`config.mk`:
```
export PLATFORM = sky130hd
export DESIGN_NAME = wdog_core
export DESIGN_NICKNAME = d
export VERILOG_FILES = /design/src/rtl/wdog_pkg.sv /design/src/rtl/wdog_reload.sv /design/src/rtl/wdog_count.sv /design/src/rtl/wdog_resp.sv /design/src/rtl/wdog_core.sv
export SDC_FILE = /design/constraint.sdc
export NUM_CORES = 1
export LEC_CHECK = 0
export CORE_MARGIN = 2
export CORE_UTILIZATION = 52
export CTS_CLUSTER_DIAMETER = 50
export DETAILED_ROUTE_END_ITERATION = 7
export GPL_ROUTABILITY_DRIVEN = 0
export GPL_TIMING_DRIVEN = 0
export PLACE_DENSITY = 0.79
export SYNTH_ARGS = -nofsm -noshare
export SYNTH_HDL_FRONTEND = slang
export SYNTH_HIERARCHICAL = 1
export SYNTH_SLANG_ARGS = --single-unit
```
`constraint.sdc`:
```
create_clock -name clk -period 2.3 [get_ports clk]
set_clock_uncertainty 0.05 [all_clocks]
set_input_delay 0.23 -clock clk [delete_from_list [all_inputs] [get_ports clk]]
set_output_delay 0.23 -clock clk [all_outputs]
set_load 0.02 [all_outputs]
```
`src/rtl/wdog_pkg.sv`:
```
package wdog_pkg;

  // Timeout event passed from the counter to the response logic
  typedef struct packed {
    logic hit;       // timeout in this cycle
    logic as_reset;  // response selected: reset request
    logic in_stop;   // stop state active at the timeout
  } wdog_evt_t;

endpackage

```
`src/rtl/wdog_reload.sv`:
```
module wdog_reload #(
  parameter int CW = 24
) (
  input  logic          clk,
  input  logic          rst_n,
  input  logic          wr_en,
  input  logic [CW-1:0] wr_data,
  output logic [CW-1:0] value
);

  always_ff @(posedge clk or negedge rst_n) begin
    if (!rst_n)     value <= '1;
    else if (wr_en) value <= wr_data;
  end

  assert_write_stores_R11: assert property (@(posedge clk) disable iff (!rst_n)
    wr_en |=> value == $past(wr_data));

endmodule

```
`src/rtl/wdog_count.sv`:
```
module wdog_count
  import wdog_pkg::*;
#(
  parameter int CW = 24
) (
  input  logic          clk,
  input  logic          rst_n,
  input  logic          enable,
  input  logic          tick,
  input  logic          refresh,
  input  logic [CW-1:0] reload,
  input  logic          reset_mode,
  input  logic          stop_mode,
  output logic [CW-1:0] count,
  output wdog_evt_t     evt
);

  logic armed;   // set once the first enable has loaded the counter
  logic at_zero;

  assign at_zero = (count == '0);

  always_comb begin
    evt.hit      = enable && armed && !refresh && tick && at_zero;
    evt.as_reset = reset_mode;
    evt.in_stop  = stop_mode;
  end

  // Decrementing zero gives all-ones, which is the wrap after a timeout
  always_ff @(posedge clk or negedge rst_n) begin
    if (!rst_n) begin
      count <= '1;
      armed <= 1'b0;
    end else if (enable) begin
      if (!armed) begin
        count <= reload;
        armed <= 1'b1;
      end else if (refresh) begin
        count <= reload;
      end else if (tick) begin
        count <= count - 1'b1;
      end
    end
  end

  assert_first_load_R2: assert property (@(posedge clk) disable iff (!rst_n)
    (enable && !armed) |=> (armed && count == $past(reload)));

  assert_refresh_loads_R4: assert property (@(posedge clk) disable iff (!rst_n)
    (enable && armed && refresh) |=> count == $past(reload));

  assert_wrap_R5: assert property (@(posedge clk) disable iff (!rst_n)
    evt.hit |=> count == '1);

  assert_hold_when_off_R10: assert property (@(posedge clk) disable iff (!rst_n)
    !enable |=> $stable(count));

endmodule

```
`src/rtl/wdog_resp.sv`:
```
module wdog_resp
  import wdog_pkg::*;
(
  input  logic      clk,
  input  logic      rst_n,
  input  wdog_evt_t evt,
  input  logic      stat_rd,
  output logic      rst_req,
  output logic      irq_req,
  output logic      wake_req,
  output logic      flag_wdt,
  output logic      flag_stop
);

  logic to_irq, to_stop;

  assign to_irq  = evt.hit && !evt.as_reset;
  assign to_stop = to_irq && evt.in_stop;

  always_ff @(posedge clk or negedge rst_n) begin
    if (!rst_n) begin
      rst_req   <= 1'b0;
      irq_req   <= 1'b0;
      wake_req  <= 1'b0;
      flag_wdt  <= 1'b0;
      flag_stop <= 1'b0;
    end else begin
      rst_req  <= evt.hit && evt.as_reset;
      irq_req  <= to_irq;
      wake_req <= to_stop;
      // a new set beats a clearing read in the same cycle
      if (to_irq)       flag_wdt <= 1'b1;
      else if (stat_rd) flag_wdt <= 1'b0;
      if (to_stop)      flag_stop <= 1'b1;
      else if (stat_rd) flag_stop <= 1'b0;
    end
  end

  assert_one_response_R6: assert property (@(posedge clk) disable iff (!rst_n)
    !(rst_req && irq_req));

  assert_rst_single_R6: assert property (@(posedge clk) disable iff (!rst_n)
    rst_req |=> !rst_req);

  assert_irq_sets_flag_R7: assert property (@(posedge clk) disable iff (!rst_n)
    irq_req |-> flag_wdt);

  assert_wake_with_irq_R8: assert property (@(posedge clk) disable iff (!rst_n)
    wake_req |-> (irq_req && flag_stop));

  assert_read_clears_R9: assert property (@(posedge clk) disable iff (!rst_n)
    (stat_rd && !evt.hit) |=> (!flag_wdt && !flag_stop));

endmodule

```
`src/rtl/wdog_core.sv`:
```
module wdog_core
  import wdog_pkg::*;
#(
  parameter int CW = 24
) (
  input  logic          clk,
  input  logic          rst_n,
  input  logic          enable,
  input  logic          tick,
  input  logic          refresh,
  input  logic          reset_mode,
  input  logic          stop_mode,
  input  logic          reg_wr,
  input  logic [CW-1:0] reg_wdata,
  input  logic          stat_rd,
  output logic [CW-1:0] count,
  output logic          rst_req,
  output logic          irq_req,
  output logic          wake_req,
  output logic          flag_wdt,
  output logic          flag_stop
);

  logic [CW-1:0] reload;
  wdog_evt_t     evt;

  wdog_reload #(.CW(CW)) u_reload (
    .clk(clk), .rst_n(rst_n), .wr_en(reg_wr), .wr_data(reg_wdata), .value(reload)
  );

  wdog_count #(.CW(CW)) u_count (
    .clk(clk), .rst_n(rst_n), .enable(enable), .tick(tick), .refresh(refresh),
    .reload(reload), .reset_mode(reset_mode), .stop_mode(stop_mode),
    .count(count), .evt(evt)
  );

  wdog_resp u_resp (
    .clk(clk), .rst_n(rst_n), .evt(evt), .stat_rd(stat_rd),
    .rst_req(rst_req), .irq_req(irq_req), .wake_req(wake_req),
    .flag_wdt(flag_wdt), .flag_stop(flag_stop)
  );

  assert_wrap_after_timeout_R5: assert property (@(posedge clk) disable iff (!rst_n)
    (rst_req || irq_req) |-> count == '1);

  assert_quiet_when_off_R10: assert property (@(posedge clk) disable iff (!rst_n)
    !enable |=> !(rst_req || irq_req || wake_req));

endmodule

```
==> flow_summary.yaml <==
yosys:
  avgSynthCellArea_um2: 11.15
  syn_nets: 307
  synth_top_cell_by_area: "dfstp_2"
  yosys-top-cells-area: "dfstp_2 42%, mux2_4 9.9%, dfrtp_1 5.0%"
  synthesis.area_um2: 3033
  yosys_warnings: 6
  synthArstFlopShare_pct: 100.0
  ys_seq_area_share_pct: 46.53
  synth_flop_cell: "dfstp_2"
  synthCells: 272
  yosysUniqueCellTypes: 61
  synth-edff-count: 0
  ys_ff_latch: 54
  synth_top_cell_area_share_pct: 41.58
die:
  die_w_um: 80.37
  floorplan.rows: 27
  ioPinCount: 62
  dieArea_um2: 6459
  coreArea_um2: 5574
  die_y_um: 80.37
  start_util_pct: 54.41
global_route:
  antenna_found_initial: 0
  grt_max_degree: 30
  grt_pass1_vias: 2541
  grt_pass1_wl_um: 12480
  grt_overflow: 0
  grtUsageTotal_pct: 25.07
clocking:
  cts_tree: "built"
  cts_max_level: 2
  clkLatencyLatePin_ps: 310
  clockBufferDepth: 2
  clock-sinks: 54
  post_cts_buffers: 0
  root_buffer: "clkbuf_8"
  numCtsBuffers: 5
  clkTransAtPathRegs_ps: 100
power:
  vdd_drop_max_v: 0.0003436
  leakage_nw: 1.475
  powerDensity_nw_per_um2: 690.8
finish:
  register_area_um2: 1411
  final_cell_mix: "57 x clkdlybuf4s50_1, 48 x dfstp_2, 20 x mux2_4"
  drive_gt1_share_pct: 31.47
  layout.nets: 374
  n_antenna_cell: 0
  syn2layout_area_growth_pct: 25.87
  fillCellCount: 451
  multiInputGateArea_um2: 1474
  final_common_cell: "clkdlybuf4s50_1"
detailed_routing:
  ant_nets: 0
  viasPerCell: 6.155
  drc_errors: 0
  wl_um: 7510
  wl_per_cell_um: 18.23
  first_iter_violations: 200
  firstDrtPassIters: 6
  num_vias: 2536
sta:
  period_needed_ps: 2053
  timing.final.ws_setup_ps: 246.7
  grt_setup_unrepaired: "no"
  slew_viol_final: 0
  relSlewSlack_pct: 60.51
  setup_viol: 0
  hold_viol: 0
  worst_slew_pin_slew_ps: 592.3
  timing.final.crit_share_pct: 89.27
  fin_tns_setup_ps: 0
  fmax_mhz: 487.0
place:
  place_ws_ps: -208.9
  port_buffers: 58
  hpwlAfterDp_um: 5367
worst_setup_path:
  critPathArrivalTime_ps: 2230
  crit_path_cell_trace: "clkdlybuf4s50_1 > nand2b_1 > clkbuf_1 > o21a_1 > clkbuf_1 > o21ai_0 > a22oi_1"
  crit_path_top_delay_cell: "clkdlybuf4s50_1"
  path_common_cell: "clkbuf_1"
  crit_fanout: 10
  cp-end-kind: "register"
  r2r-start: "u_count/count[0]"
  crit_required_ps: 2470
  path_class: "in -> reg"
  worstSetupStartpoint: "refresh"
  start_kind: "primary input"
  max_stage_delay_ps: 480
status:
  outcome: "completed"
run:
  max-cap-violations: 0
worst_hold_path:
  min_from: "reset_mode"
  hp-class: "in -> reg"
-- stage by stage --
step,hold slack (ps),power (mW),utilization (%),cell area [um^2],instances
global placement,414.2,2.107,66.44,3704,402
floorplan,-115.6,1.783,-,3033,272
finish,103.3,2.637,68.48,3817,412
detailed placement,219.0,2.133,66.71,3719,403
global route,93.27,2.781,68.48,3817,412
CTS,98.98,2.651,68.37,3811,412
-- cell usage after synthesis, types with 2 or more instances --
| library cell | number |
|---|---|
| nor3b_1 | 2 |
| buf_12 | 2 |
| o21a_1 | 2 |
| nand2_1 | 12 |
| clkbuf_1 | 14 |
| nor2b_1 | 2 |
| nand3_1 | 6 |
| mux2_2 | 4 |
| and3_1 | 4 |
| nor3_1 | 3 |
| nor3_2 | 3 |
| or4_1 | 3 |
| dfstp_2 | 48 |
| o22ai_1 | 4 |
| or3_1 | 7 |
| a211oi_1 | 2 |
| a2bb2oi_1 | 2 |
| nand2b_1 | 4 |
| nand4_1 | 9 |
| a21oi_1 | 10 |
| o311ai_0 | 5 |
| nor3_4 | 2 |
| dfrtp_1 | 6 |
| o211ai_1 | 6 |
| and2_2 | 2 |
| a22oi_1 | 3 |
| nor2_1 | 13 |
| ha_1 | 2 |
| mux2_4 | 20 |
| or2_2 | 3 |
| a31oi_1 | 6 |
| nor4_1 | 4 |
| mux2i_1 | 2 |
| buf_4 | 2 |
| nand3b_1 | 3 |
| o21ai_0 | 16 |
| o311ai_1 | 2 |
| inv_1 | 9 |
-- power breakdown --
| part | internal, mW | total, mW | leakage [nW] | switching (mW) |
|---|---|---|---|---|
| Clock | 0.212 | 0.510 | 0.0450 | 0.298 |
| Sequential | 1.17 | 1.36 | 0.583 | 0.185 |
| Combinational | 0.393 | 0.770 | 0.847 | 0.377 |
| Total | 1.78 | 2.64 | 1.48 | 0.860 |
-- worst max-delay path: cells and delay by family --
kind                   cells  cell delay (ps)
AOI/OAI and AO/OA          3              640
buffers and inverters      3             1230
and+or+nand+nor            1              120
-- flip-flops by register name, summed over array words and instances (netlist names) --
register and cells:
u_resp/irq_req 1, u_resp/flag_wdt 1, u_resp/wake_req 1, u_resp/flag_stop 1, u_reload/value 24, u_count/count 24
u_count/armed 1, u_resp/rst_req 1
-- path summary, 6_finish.rpt --
| check | cells past startpoint | slack (ps) | end |
|---|---|---|---|
| setup reg to reg | 6 | 270 | u_count/count[22] |
| min in group asynchronous | 2 | 410 | u_resp/wake_req |
| hold reg to reg | 1 | 460 | u_resp/flag_stop |
| hold / removal | 2 | 100 | u_resp/rst_req |
| setup / recovery | 7 | 250 | u_count/count[6] |
| max in group asynchronous | 3 | 1150 | u_count/count[6] |
-- cell type report --
cell class                 count  share of cell area, %
clock inverter                 2                 0.2622
buffer                        19                  3.147
tap                           72                  2.360
clock buffer                   6                  1.901
inverter                       9                 0.8850
timing repair buffer          60                  15.86
multi-input combinational    190                  38.61
sequential                    54                  36.97
-- routing by layer --
| metal | share of wire, % | vias to the layer above | global-route usage [%] |
|---|---|---|---|
| met5 | 0 | - | 0 |
| met1 | 43 | 1222 | 33.38 |
| met2 | 47 | 131 | 39.75 |
| li1 | - | 1162 | - |
| met4 | 2.5 | 0 | 11.02 |
| met3 | 7.3 | 21 | 4.831 |
-- cells by family after synthesis --
kind of cell               Yosys count  synth area share, %
buffers and inverters               28                5.033
muxes                               26                12.05
and+or+nand+nor                     92                19.92
AOI/OAI and AO/OA                   70                15.64
adders and majority gates            2               0.8250
DFF                                 54                46.53
-- repair_timing --
action,4_1_cts,5_1_grt
endpoints found under the setup margin,0,5
gates resized for setup,0,3
hold buffers,1,0
endpoints found under the hold margin,6,0
Power figures use the tool's default switching activity.
